### src/rtl/spim_pkg.sv
package spim_pkg;

  // Decoded control-register fields
  typedef struct packed {
    logic [3:0] wlenM1;
    logic       msbFirst;
    logic       cpha;
    logic       cpol;
    logic       softRst;
    logic       master;
    logic       enable;
    logic       loop;
    logic       txFifoEn;
    logic       rxFifoEn;
  } spimCfg_t;

  // One-cycle strobes from the register side to the datapath
  typedef struct packed {
    logic txPush;
    logic rxPop;
  } spimStrobe_t;

endpackage

### src/rtl/spim_fifo.sv
module spim_fifo #(
  parameter int W = 16,
  parameter int DEPTH = 8,
  parameter bit OVERWRITE = 1'b0
) (
  input  logic         clk,
  input  logic         rstN,
  input  logic         flush,
  input  logic         single,
  input  logic         push,
  input  logic         pop,
  input  logic [W-1:0] wdata,
  output logic [W-1:0] rdata,
  output logic         empty,
  output logic         full
);
  localparam int PTR_W = $clog2(DEPTH);
  localparam int CNT_W = $clog2(DEPTH + 1);

  logic [W-1:0]     mem [DEPTH];
  logic [PTR_W-1:0] wrPtr, rdPtr;
  logic [CNT_W-1:0] count;
  logic             doPop, doPush, dropOld;

  assign empty = (count == '0);
  assign full  = single ? (count != '0) : (count == CNT_W'(DEPTH));
  assign doPop = pop && !empty;
  assign rdata = mem[rdPtr];

  generate
    if (OVERWRITE) begin : g_overwrite
      assign dropOld = push && full && !doPop;
      assign doPush  = push;
    end else begin : g_drop
      assign dropOld = 1'b0;
      assign doPush  = push && (!full || doPop);
    end
  endgenerate

  always_ff @(posedge clk) begin
    if (doPush && !flush) mem[wrPtr] <= wdata;
  end

  always_ff @(posedge clk or negedge rstN) begin
    if (!rstN) begin
      wrPtr <= '0;
      rdPtr <= '0;
      count <= '0;
    end else if (flush) begin
      wrPtr <= '0;
      rdPtr <= '0;
      count <= '0;
    end else begin
      if (doPush) wrPtr <= wrPtr + PTR_W'(1);
      if (doPop || dropOld) rdPtr <= rdPtr + PTR_W'(1);
      count <= count + CNT_W'(doPush) - CNT_W'(doPop || dropOld);
    end
  end

  // a push into a full queue never changes its occupancy
  p_full_hold_r8: assert property (@(posedge clk) disable iff (!rstN)
    push && full && !pop && !flush |=> $stable(count));

endmodule

### src/rtl/spim_dp.sv
module spim_dp
  import spim_pkg::*;
#(
  parameter int DATA_W = 16,
  parameter int DEPTH = 8,
  parameter int DIV_W = 16
) (
  input  logic              clk,
  input  logic              rstN,
  input  spimCfg_t          cfg,
  input  logic [DIV_W-1:0]  divVal,
  input  spimStrobe_t       stb,
  input  logic [DATA_W-1:0] txData,
  input  logic              miso,
  output logic [DATA_W-1:0] rxHead,
  output logic              rxEmpty,
  output logic              txEmpty,
  output logic              busy,
  output logic              overrun,
  output logic              sck,
  output logic              mosi
);
  localparam int LEN_W = $clog2(DATA_W + 1);
  localparam int IDX_W = $clog2(DATA_W);

  logic              flush, run, startW, tick, lastEdge, sampleNow, shiftNow;
  logic              txFull, rxFull, rxPush, misoIn, sckTgl, mosiR;
  logic [DATA_W-1:0] txHead, txWord, rxWord, rxNext, rxPushData;
  logic [LEN_W-1:0]  len, outCnt, rxCnt;
  logic [LEN_W:0]    edgeIdx, lastVal;
  logic [DIV_W:0]    halfCnt, divReal;
  logic [IDX_W-1:0]  idxFirst, idxOut, idxIn;

  function automatic logic [IDX_W-1:0] bitPos(input logic [LEN_W-1:0] k,
                                              input logic msb,
                                              input logic [LEN_W-1:0] l);
    logic [LEN_W-1:0] t;
    t = msb ? (l - k - LEN_W'(1)) : k;
    return t[IDX_W-1:0];
  endfunction

  assign flush    = cfg.softRst;
  assign run      = cfg.enable && cfg.master && !flush;
  assign len      = LEN_W'(cfg.wlenM1) + LEN_W'(1);
  assign lastVal  = {len, 1'b0} - (LEN_W+1)'(1);
  assign divReal  = (divVal == '0) ? {1'b1, {DIV_W{1'b0}}} : {1'b0, divVal};
  assign startW   = run && !busy && !txEmpty;
  assign tick     = busy && (halfCnt == (DIV_W+1)'(1));
  assign lastEdge = (edgeIdx == lastVal);
  assign sampleNow = tick && (edgeIdx[0] == cfg.cpha);
  assign shiftNow  = tick && (edgeIdx[0] != cfg.cpha) && !lastEdge;
  assign misoIn   = cfg.loop ? mosiR : miso;
  assign idxFirst = bitPos('0, cfg.msbFirst, len);
  assign idxOut   = bitPos(outCnt, cfg.msbFirst, len);
  assign idxIn    = bitPos(rxCnt, cfg.msbFirst, len);

  always_comb begin
    rxNext = rxWord;
    rxNext[idxIn] = misoIn;
  end

  assign rxPush     = tick && lastEdge;
  assign rxPushData = sampleNow ? rxNext : rxWord;

  spim_fifo #(.W(DATA_W), .DEPTH(DEPTH), .OVERWRITE(1'b0)) u_txq (
    .clk(clk), .rstN(rstN), .flush(flush), .single(!cfg.txFifoEn),
    .push(stb.txPush), .pop(startW), .wdata(txData), .rdata(txHead),
    .empty(txEmpty), .full(txFull)
  );

  spim_fifo #(.W(DATA_W), .DEPTH(DEPTH), .OVERWRITE(1'b1)) u_rxq (
    .clk(clk), .rstN(rstN), .flush(flush), .single(!cfg.rxFifoEn),
    .push(rxPush), .pop(stb.rxPop), .wdata(rxPushData), .rdata(rxHead),
    .empty(rxEmpty), .full(rxFull)
  );

  always_ff @(posedge clk or negedge rstN) begin
    if (!rstN) begin
      busy <= 1'b0; sckTgl <= 1'b0; mosiR <= 1'b0;
      halfCnt <= '0; edgeIdx <= '0; outCnt <= '0; rxCnt <= '0;
      txWord <= '0; rxWord <= '0; overrun <= 1'b0;
    end else if (flush) begin
      busy <= 1'b0; sckTgl <= 1'b0; mosiR <= 1'b0;
      halfCnt <= '0; edgeIdx <= '0; outCnt <= '0; rxCnt <= '0;
      rxWord <= '0; overrun <= 1'b0;
    end else begin
      if (rxPush && rxFull && !stb.rxPop) overrun <= 1'b1;
      if (startW) begin
        busy    <= 1'b1;
        txWord  <= txHead;
        halfCnt <= divReal;
        edgeIdx <= '0;
        rxWord  <= '0;
        rxCnt   <= '0;
        if (!cfg.cpha) begin
          mosiR  <= txHead[idxFirst];
          outCnt <= LEN_W'(1);
        end else begin
          outCnt <= '0;
        end
      end else if (tick) begin
        sckTgl  <= !sckTgl;
        halfCnt <= divReal;
        edgeIdx <= edgeIdx + (LEN_W+1)'(1);
        if (sampleNow) begin
          rxWord <= rxNext;
          rxCnt  <= rxCnt + LEN_W'(1);
        end
        if (shiftNow) begin
          mosiR  <= txWord[idxOut];
          outCnt <= outCnt + LEN_W'(1);
        end
        if (lastEdge) busy <= 1'b0;
      end else if (busy) begin
        halfCnt <= halfCnt - (DIV_W+1)'(1);
      end
    end
  end

  assign sck  = cfg.cpol ^ sckTgl;
  assign mosi = mosiR;

  // an idle shifter always leaves SCK at the polarity level
  p_idle_sck_r5: assert property (@(posedge clk) disable iff (!rstN)
    !busy |-> sck == cfg.cpol);

  // no word starts unless enable and master are both set
  p_start_gate_r6: assert property (@(posedge clk) disable iff (!rstN)
    !run && !busy |=> !busy);

  // a word landing on a full receive queue raises the sticky flag
  p_overrun_r9: assert property (@(posedge clk) disable iff (!rstN)
    rxPush && rxFull && !stb.rxPop && !flush |=> overrun);

  // soft reset empties both queues and parks the shifter
  p_flush_r10: assert property (@(posedge clk) disable iff (!rstN)
    flush |=> !busy && txEmpty && rxEmpty && !overrun);

  logic unusedTxFull;
  assign unusedTxFull = txFull;

endmodule

### src/rtl/spim_ctrl.sv
module spim_ctrl
  import spim_pkg::*;
#(
  parameter int DATA_W = 16,
  parameter int DIV_W = 16,
  parameter int BUS_W = 32,
  parameter int ADDR_W = 5
) (
  input  logic              clk,
  input  logic              rstN,
  input  logic              regSel,
  input  logic              regWrite,
  input  logic [ADDR_W-1:0] regAddr,
  input  logic [BUS_W-1:0]  regWdata,
  output logic [BUS_W-1:0]  regRdata,
  input  logic [DATA_W-1:0] rxHead,
  input  logic              rxEmpty,
  input  logic              txEmpty,
  input  logic              busy,
  input  logic              overrun,
  output spimCfg_t          cfg,
  output logic [DIV_W-1:0]  divVal,
  output spimStrobe_t       stb,
  output logic [DATA_W-1:0] txData,
  output logic              irq
);
  localparam int IDX_W = ADDR_W - 2;
  localparam logic [IDX_W-1:0] IDX_DIV = IDX_W'(0);
  localparam logic [IDX_W-1:0] IDX_TX  = IDX_W'(1);
  localparam logic [IDX_W-1:0] IDX_RX  = IDX_W'(2);
  localparam logic [IDX_W-1:0] IDX_CTL = IDX_W'(3);
  localparam logic [IDX_W-1:0] IDX_IEN = IDX_W'(4);

  logic [IDX_W-1:0] regIdx;
  logic             wrEn, rdEn, ienReg;
  logic [12:0]      ctrlReg;
  logic             unusedBits;

  assign regIdx = regAddr[ADDR_W-1:2];
  assign wrEn   = regSel && regWrite;
  assign rdEn   = regSel && !regWrite;
  assign unusedBits = ^{regWdata[BUS_W-1:DIV_W], regAddr[1:0]};

  always_ff @(posedge clk or negedge rstN) begin
    if (!rstN) begin
      divVal  <= '0;
      ctrlReg <= '0;
      ienReg  <= 1'b0;
    end else if (wrEn) begin
      case (regIdx)
        IDX_DIV: divVal  <= regWdata[DIV_W-1:0];
        IDX_CTL: ctrlReg <= regWdata[12:0];
        IDX_IEN: ienReg  <= regWdata[2];
        default: ;
      endcase
    end
  end

  always_comb begin
    cfg.wlenM1   = ctrlReg[3:0];
    cfg.msbFirst = ctrlReg[4];
    cfg.cpha     = ctrlReg[5];
    cfg.cpol     = ctrlReg[6];
    cfg.softRst  = ctrlReg[7];
    cfg.master   = ctrlReg[8];
    cfg.enable   = ctrlReg[9];
    cfg.loop     = ctrlReg[10];
    cfg.txFifoEn = ctrlReg[11];
    cfg.rxFifoEn = ctrlReg[12];
  end

  assign stb.txPush = wrEn && (regIdx == IDX_TX);
  assign stb.rxPop  = rdEn && (regIdx == IDX_RX) && !rxEmpty;
  assign txData     = regWdata[DATA_W-1:0];

  always_comb begin
    regRdata = '0;
    case (regIdx)
      IDX_DIV: regRdata = BUS_W'(divVal);
      IDX_RX:  regRdata = rxEmpty ? '0 : BUS_W'(rxHead);
      IDX_CTL: regRdata = BUS_W'({overrun, 1'b0, ctrlReg});
      IDX_IEN: regRdata = BUS_W'({ienReg, 2'b00});
      default: regRdata = '0;
    endcase
  end

  assign irq = ienReg && txEmpty && !busy;

endmodule

### src/rtl/spim_top.sv
module spim_top
  import spim_pkg::*;
#(
  parameter int DATA_W = 16,
  parameter int DEPTH = 8,
  parameter int DIV_W = 16,
  parameter int BUS_W = 32,
  parameter int ADDR_W = 5
) (
  input  logic              clk,
  input  logic              rstN,
  input  logic              regSel,
  input  logic              regWrite,
  input  logic [ADDR_W-1:0] regAddr,
  input  logic [BUS_W-1:0]  regWdata,
  output logic [BUS_W-1:0]  regRdata,
  output logic              sck,
  output logic              mosi,
  input  logic              miso,
  output logic              irq
);
  spimCfg_t          cfg;
  spimStrobe_t       stb;
  logic [DIV_W-1:0]  divVal;
  logic [DATA_W-1:0] txData, rxHead;
  logic              rxEmpty, txEmpty, busy, overrun;

  spim_ctrl #(.DATA_W(DATA_W), .DIV_W(DIV_W), .BUS_W(BUS_W), .ADDR_W(ADDR_W)) u_ctrl (
    .clk(clk), .rstN(rstN), .regSel(regSel), .regWrite(regWrite),
    .regAddr(regAddr), .regWdata(regWdata), .regRdata(regRdata),
    .rxHead(rxHead), .rxEmpty(rxEmpty), .txEmpty(txEmpty), .busy(busy),
    .overrun(overrun), .cfg(cfg), .divVal(divVal), .stb(stb),
    .txData(txData), .irq(irq)
  );

  spim_dp #(.DATA_W(DATA_W), .DEPTH(DEPTH), .DIV_W(DIV_W)) u_dp (
    .clk(clk), .rstN(rstN), .cfg(cfg), .divVal(divVal), .stb(stb),
    .txData(txData), .miso(miso), .rxHead(rxHead), .rxEmpty(rxEmpty),
    .txEmpty(txEmpty), .busy(busy), .overrun(overrun), .sck(sck), .mosi(mosi)
  );

endmodule

### config.mk
export PLATFORM = sky130hd
export DESIGN_NAME = spim_top
export DESIGN_NICKNAME = d
export VERILOG_FILES = /design/src/rtl/spim_pkg.sv /design/src/rtl/spim_fifo.sv /design/src/rtl/spim_dp.sv /design/src/rtl/spim_ctrl.sv /design/src/rtl/spim_top.sv
export SDC_FILE = /design/constraint.sdc
export NUM_CORES = 1
export LEC_CHECK = 0
export CAP_MARGIN = 20
export CORE_UTILIZATION = 40
export CTS_CLUSTER_DIAMETER = 60
export DETAILED_ROUTE_END_ITERATION = 12
export PLACE_DENSITY = 0.62
export SLEW_MARGIN = 40
export SYNTH_ARGS = -nofsm -noshare
export SYNTH_HDL_FRONTEND = slang
export SYNTH_HIERARCHICAL = 1
export SYNTH_SLANG_ARGS = --single-unit
### constraint.sdc
create_clock -name clk -period 4.8 [get_ports clk]
set_clock_uncertainty 0.05 [all_clocks]
set_input_delay 0.72 -clock clk [delete_from_list [all_inputs] [get_ports clk]]
set_output_delay 0.72 -clock clk [all_outputs]
set_load 0.05 [all_outputs]
==> flow_summary.ini, run 1 <==
[sta]
hold_slack_ns = 0.150
rsz0062_at_grt = no
report.final.slew_viol_count = 0
final_period_minus_worst_setup_slack_ns = 4.18
min_period_over_period_pct = 87.2
tns_ns = 0
tightest_slew_ns = 0.777
hold_viol_final = 0
finalSetupViolations = 0
max-slew-margin-rel_pct = 48.1
max_clock_freq_mhz = 239

[synthesis]
syn_area_per_cell_um2 = 14.1
synthesis.instances = 1283
ys.warnings.count = 6
syn_area_um2 = 18100

[power]
leakage_nw = 7.56
power_density_nw_per_um2 = 445
finalPower_mw = 9.06
power.ir.vdd_worst_mv = 0.370

[clock_network]
cts_buffer_depth = 3
postCtsSetupBuffers = 0
htree_num_levels = 2
tritoncts = yes
clock_tree.root_cell = sky130_fd_sc_hd__clkbuf_16
clock_slew_at_the_register_clock_pins_of_the_worst_setup_and_hold_paths_ns = 0.06
insertion_delay_ns = 0.54
postCtsResizedCells = 0
ctsHoldBuffers = 0
numCtsBuffers = 38
cts_sinks = 373

[floorplan]
floorplan.die_area_um2 = 46000
std_cell_rows = 77
die_width_um = 215
ios = 77
coreArea_um2 = 44400
die_height_um = 215
floorplan.initialDensity_pct = 40.7

[finish]
fillerInstances = 3879
final_nets = 1402
final_util_pct = 45.9
antenna_cells_inserted = 0
synthToLayoutAreaGrowth_pct = 12.8
final_cell_count_no_fill = 1951
drive_gt1_share_pct = 18.5

[grt]
grtUsageTotal_pct = 17.9
grt_pass1_wl_mm = 63.6
antenna_violations_before_repair = 0
first_global_vias = 10776
grt_max_degree = 77
global_route.overflow_total = 0

[critical_path]
cp-start-kind = register
arrival_time_reported_for_the_critical_path_endpoint_ns = 3.41
critical_path_class = reg -> out
worst_ep_required_time_ns = 4.03
worstSetupEndpointType = primary output
ff2ff_path_depth = 8
largest_fanout_on_the_critical_path = 12

[placement]
dp.cells = 1880
dp.final_hpwl_mm = 26.9
place.gp.congestion = 0.834
io_buffers = 42

[route]
route.vias.total = 10771
drt.antenna.violating_nets = 0
drt_wl_total_mm = 40.7
drt_first_iter_violations = 793
remaining_drc_errors = 0
routed_via_density = 5.52
first_pass_iters = 7
route.detailed.wl_per_inst_um = 20.8

[run]
maxCapViolations = 0

[hold_path]
min_path_type = in -> async

[outcome]
outcome = finished clean
critical path, cell delays in order (launching register included):
cell and delay [ns]:
sky130_fd_sc_hd__dfrtp_2 0.58, sky130_fd_sc_hd__buf_4 0.31, sky130_fd_sc_hd__mux4_1 0.58, sky130_fd_sc_hd__mux2_2 0.32
sky130_fd_sc_hd__a22oi_1 0.18, sky130_fd_sc_hd__nand2_1 0.16, sky130_fd_sc_hd__clkdlybuf4s50_1 0.74
sequential cells by signal (all words and copies together) (netlist names):
name and cells:
u_dp/u_rxq/mem 128, u_dp/u_txq/mem 128, u_dp/halfCnt 17, u_ctrl/divVal 16, u_dp/rxWord 16, u_dp/txWord 16, u_ctrl/ctrlReg 13, u_dp/edgeIdx 6
u_dp/outCnt 4, u_dp/rxCnt 4, u_dp/u_rxq/count 4, u_dp/u_txq/count 4, u_dp/u_rxq/rdPtr 3, u_dp/u_rxq/wrPtr 3, u_dp/u_txq/rdPtr 3, u_dp/u_txq/wrPtr 3
u_ctrl/ienReg 1, u_dp/busy 1, u_dp/mosi 1, u_dp/overrun 1, u_dp/sckTgl 1
final timing paths:
check	start	to	slack (ns)
setup / recovery	u_dp/u_rxq/rdPtr[0]	regRdata[4]	0.62
min in group clk	u_dp/txWord[11]	u_dp/txWord[11]	0.42
setup reg to reg	u_ctrl/ctrlReg[1]	u_dp/u_rxq/mem[6][9]	0.78
hold reg to reg	u_dp/txWord[11]	u_dp/txWord[11]	0.42
hold / removal	rstN	u_dp/rxWord[3]	0.15
max in group asynchronous	rstN	u_dp/u_txq/rdPtr[0]	3.66
power breakdown:
part / switching (mW) / total [mW] / internal (mW)
clock: 1.24 / 3.05 / 1.81
sequential: 0.237 / 3.86 / 3.62
combinational: 1.36 / 2.15 / 0.793
cell usage in the layout (no fill, tap or decap), types with 5 or more instances in the layout:
cell	count
sky130_fd_sc_hd__xnor2_1	23
sky130_fd_sc_hd__mux4_2	23
sky130_fd_sc_hd__o21ai_1	5
sky130_fd_sc_hd__a22oi_1	23
sky130_fd_sc_hd__mux2_4	11
sky130_fd_sc_hd__mux4_1	42
sky130_fd_sc_hd__clkbuf_16	41
sky130_fd_sc_hd__ha_1	27
sky130_fd_sc_hd__nand2b_1	8
sky130_fd_sc_hd__clkbuf_1	8
sky130_fd_sc_hd__nor2_1	66
sky130_fd_sc_hd__nand3_1	23
sky130_fd_sc_hd__a22o_1	6
sky130_fd_sc_hd__edfxtp_1	256
sky130_fd_sc_hd__or3_1	20
sky130_fd_sc_hd__nor3_2	17
sky130_fd_sc_hd__a21oi_1	35
sky130_fd_sc_hd__nor3_1	14
sky130_fd_sc_hd__xor2_1	13
sky130_fd_sc_hd__inv_1	32
sky130_fd_sc_hd__or2_1	16
sky130_fd_sc_hd__mux2_1	15
sky130_fd_sc_hd__mux2i_1	19
sky130_fd_sc_hd__nor2b_1	7
sky130_fd_sc_hd__clkinv_2	6
sky130_fd_sc_hd__a2111oi_0	8
sky130_fd_sc_hd__buf_4	42
sky130_fd_sc_hd__mux2_2	59
sky130_fd_sc_hd__clkdlybuf4s50_1	41
sky130_fd_sc_hd__nor4_1	7
sky130_fd_sc_hd__o21ai_0	45
sky130_fd_sc_hd__nand4_1	21
sky130_fd_sc_hd__nor3b_1	5
sky130_fd_sc_hd__conb_1	16
sky130_fd_sc_hd__dfrtp_1	114
sky130_fd_sc_hd__nand2_1	137
final cells by class:
class / instances / area, um2 / area share [%]
clock buffers: 51 / 1080 / 5.32
flip-flops and latches: 373 / 10600 / 52.1
well taps: 592 / 741 / 3.64
repair buffers: 85 / 751 / 3.68
inverters: 34 / 133 / 0.651
multi-input cells: 797 / 6840 / 33.6
clock inverters: 19 / 208 / 1.02
routing by layer:
layer	wire length [um]	vias up	part of all wire, %	GRT usage (%)
met5	0	-	0	0
met4	1140	0	2.8	6.00
met3	1530	64	3.8	2.43
met2	19800	226	49	29.7
met1	18100	5556	45	24.2
li1	-	4925	-	-
metrics by stage:
stage | setup slack (ns) | instance area, um2
global placement | 0.860 | 19100
detailed placement | 0.834 | 19100
floorplan | -0.000303 | 18100
finish | 0.616 | 20400
CTS | 0.544 | 20400
global route | 0.430 | 20400
No activity file was read; power rests on OpenSTA's default activity.
==> inputs of run 2 (changes only) <==
--- a/config.mk
+++ b/config.mk
@@ -6,6 +6,7 @@
 export NUM_CORES = 1
 export LEC_CHECK = 0
 export CAP_MARGIN = 20
+export CORE_ASPECT_RATIO = 1.4
 export CORE_UTILIZATION = 40
 export CTS_CLUSTER_DIAMETER = 60
 export DETAILED_ROUTE_END_ITERATION = 12
==> flow_summary.ini, run 2 (synthesis results as in run 1) <==
[finish]
post_layout_inst_area_um2 = 20400
antenna_cells_inserted = 0
fillerInstances = 3852
synthToLayoutAreaGrowth_pct = 12.9
final_cell_count_no_fill = 1916
most-common-layout-cells = sky130_fd_sc_hd__edfxtp_1, sky130_fd_sc_hd__nand2_1, sky130_fd_sc_hd__dfrtp_1
final_common_cell = sky130_fd_sc_hd__edfxtp_1
final_nets = 1400
final-seq-area_um2 = 10600
registers_with_the_most_flip_flops = u_dp/u_rxq/mem: 128 flops, u_dp/u_txq/mem: 128 flops, u_dp/halfCnt: 17 flops
drive_gt1_share_pct = 18.9
multiInputGateArea_um2 = 6830

[hold_path]
min_path_type = in -> async

[power]
seqPwrFrac_pct = 41.7
power_density_nw_per_um2 = 454
leakage_nw = 7.57
netSwitchingPower_mw = 2.93
internal-power_mw = 6.33
netSwitchingFraction_pct = 31.6
combPwrFrac_pct = 23.5
pwr-share-clk_pct = 34.8
power.ir.vdd_worst_mv = 0.395

[critical_path]
worst_r2r_startpoint = u_ctrl/ctrlReg[1]
worst_r2r_dst = u_dp/u_rxq/mem[5][7]
setup.reg_to_reg.worst_slack_ns = 0.76
arrival_time_reported_for_the_critical_path_endpoint_ns = 3.41
ff2ff_path_depth = 8
cp-start-kind = register
worstSetupEndpointType = primary output
critical_path_class = reg -> out
largest_fanout_on_the_critical_path = 21
worst_ep_required_time_ns = 4.03

[placement]
dp.cells = 1842
dp.final_hpwl_mm = 27.4
place.gp.congestion = 0.829
io_buffers = 42
place_area_um2 = 19000

[clock_network]
numCtsBuffers = 40
postCtsSetupBuffers = 0
htree_num_levels = 2
clock_slew_at_the_register_clock_pins_of_the_worst_setup_and_hold_paths_ns = 0.06
cts_sinks = 373
postCtsResizedCells = 0
cts_buffer_depth = 3
clock_tree.root_cell = sky130_fd_sc_hd__clkbuf_16
ctsHoldBuffers = 0
insertion_delay_ns = 0.55
tritoncts = yes

[sta]
report.final.slew_viol_count = 0
tns_ns = 0
max-slew-margin-rel_pct = 51.5
final_period_minus_worst_setup_slack_ns = 4.18
hold_viol_final = 0
rsz0062_at_grt = no
finalSetupViolations = 0
tightest_slew_ns = 0.709
min_period_over_period_pct = 87.1
max_clock_freq_mhz = 239

[grt]
global_route.overflow_total = 0
first_global_vias = 10963
grt_max_degree = 65
grt_pass1_wl_mm = 64.0
grtUsageTotal_pct = 18.3
antenna_violations_before_repair = 0

[run]
maxCapViolations = 0

[route]
drt_wl_total_mm = 41.2
routed_via_density = 5.60
route.vias.total = 10738
first_pass_iters = 5
drt.antenna.violating_nets = 0
drt_first_iter_violations = 858
remaining_drc_errors = 0
route.detailed.wl_per_inst_um = 21.5

[floorplan]
std_cell_rows = 91
die_height_um = 253
die_width_um = 182
ios = 77
floorplan.initialDensity_pct = 40.8
floorplan.die_area_um2 = 46000
coreArea_um2 = 44300

[outcome]
outcome = finished clean
[run 2: cell types whose count changed in the layout (fill, tap and decap cells not counted), moves of 2 or more]
cell,before,now
sky130_fd_sc_hd__clkinv_1,4,2
sky130_fd_sc_hd__clkinvlp_4,1,4
sky130_fd_sc_hd__inv_4,0,3
sky130_fd_sc_hd__clkbuf_8,2,0
sky130_fd_sc_hd__buf_4,42,37
sky130_fd_sc_hd__clkbuf_1,8,3
sky130_fd_sc_hd__bufinv_16,4,6
[run 2: how the worst max path moves through the flow]
| stage | from | endpoint | slack, ns | depth (start not counted) |
|---|---|---|---|---|
| 2_1_floorplan | u_dp/u_txq/count[2] | u_dp/u_txq/mem[0][0] | -0.0003 | 13 |
| 6_report | u_dp/u_rxq/rdPtr[0] | regRdata[3] | 0.62 | 6 |
| 3_3_place_gp | u_ctrl/ctrlReg[1] | u_dp/u_rxq/mem[2][12] | 0.91 | 8 |
| 3_5_place_dp | u_ctrl/ctrlReg[1] | u_dp/u_rxq/mem[6][7] | 0.82 | 8 |
| 5_1_grt | u_dp/u_rxq/rdPtr[0] | regRdata[3] | 0.42 | 6 |
| 4_1_cts | u_dp/u_rxq/rdPtr[0] | regRdata[6] | 0.56 | 6 |
[run 2: worst max-delay path, cell delays in order, from the launching register on]
cell and delay [ns]:
sky130_fd_sc_hd__dfrtp_1 0.63, sky130_fd_sc_hd__buf_12 0.26, sky130_fd_sc_hd__mux4_1 0.57, sky130_fd_sc_hd__mux2_2 0.32
sky130_fd_sc_hd__a22oi_1 0.19, sky130_fd_sc_hd__nand2_1 0.15, sky130_fd_sc_hd__clkdlybuf4s50_1 0.74
[run 2: metrics by stage]
stage          setup slack (ns)  power [mW]  hold WS, ns  util [%]
4_1_cts                   0.560        9.33        0.135      46.0
5_1_grt                   0.418        9.68        0.144      46.1
3_5_place_dp              0.818        6.07        0.415      42.9
6_report                  0.621        9.26        0.103      46.1
3_3_place_gp              0.914        6.01        0.407      42.9
2_1_floorplan         -0.000303        5.51        0.374         -
[run 2: metal layers]
metal	track usage [%]	share of wire (%)	vias up
met5	0	0	-
met4	7.53	3.8	0
met3	2.72	4.4	65
met2	32.2	52	287
met1	22.3	40	5478
li1	-	-	4908
[run 2: final cells by class]
class	count	share of cell area [%]
Inverter	34	0.650
Multi-Input combinational cell	797	33.5
Clock buffer	44	5.09
Clock inverter	29	1.72
Timing Repair Buffer	81	3.55
Sequential cell	373	52.1
Tap cell	558	3.42
[run 2: power groups by stage]
stage / logic, mW / clock network [mW] / registers [mW]
floorplan: 1.67 / 0 / 3.84
global placement: 2.10 / 0 / 3.91
detailed placement: 2.15 / 0 / 3.92
CTS: 2.17 / 3.30 / 3.86
global route: 2.37 / 3.42 / 3.89
finish: 2.18 / 3.22 / 3.86
==> inputs of run 3 (changes only) <==
--- a/config.mk
+++ b/config.mk
@@ -11,6 +11,7 @@
 export CTS_CLUSTER_DIAMETER = 60
 export DETAILED_ROUTE_END_ITERATION = 12
 export PLACE_DENSITY = 0.62
+export SKIP_CTS_REPAIR_TIMING = 1
 export SLEW_MARGIN = 40
 export SYNTH_ARGS = -nofsm -noshare
 export SYNTH_HDL_FRONTEND = slang
==> results of run 3 <==
Same layout as run 2: the final DEF is identical, and so are final timing and power.
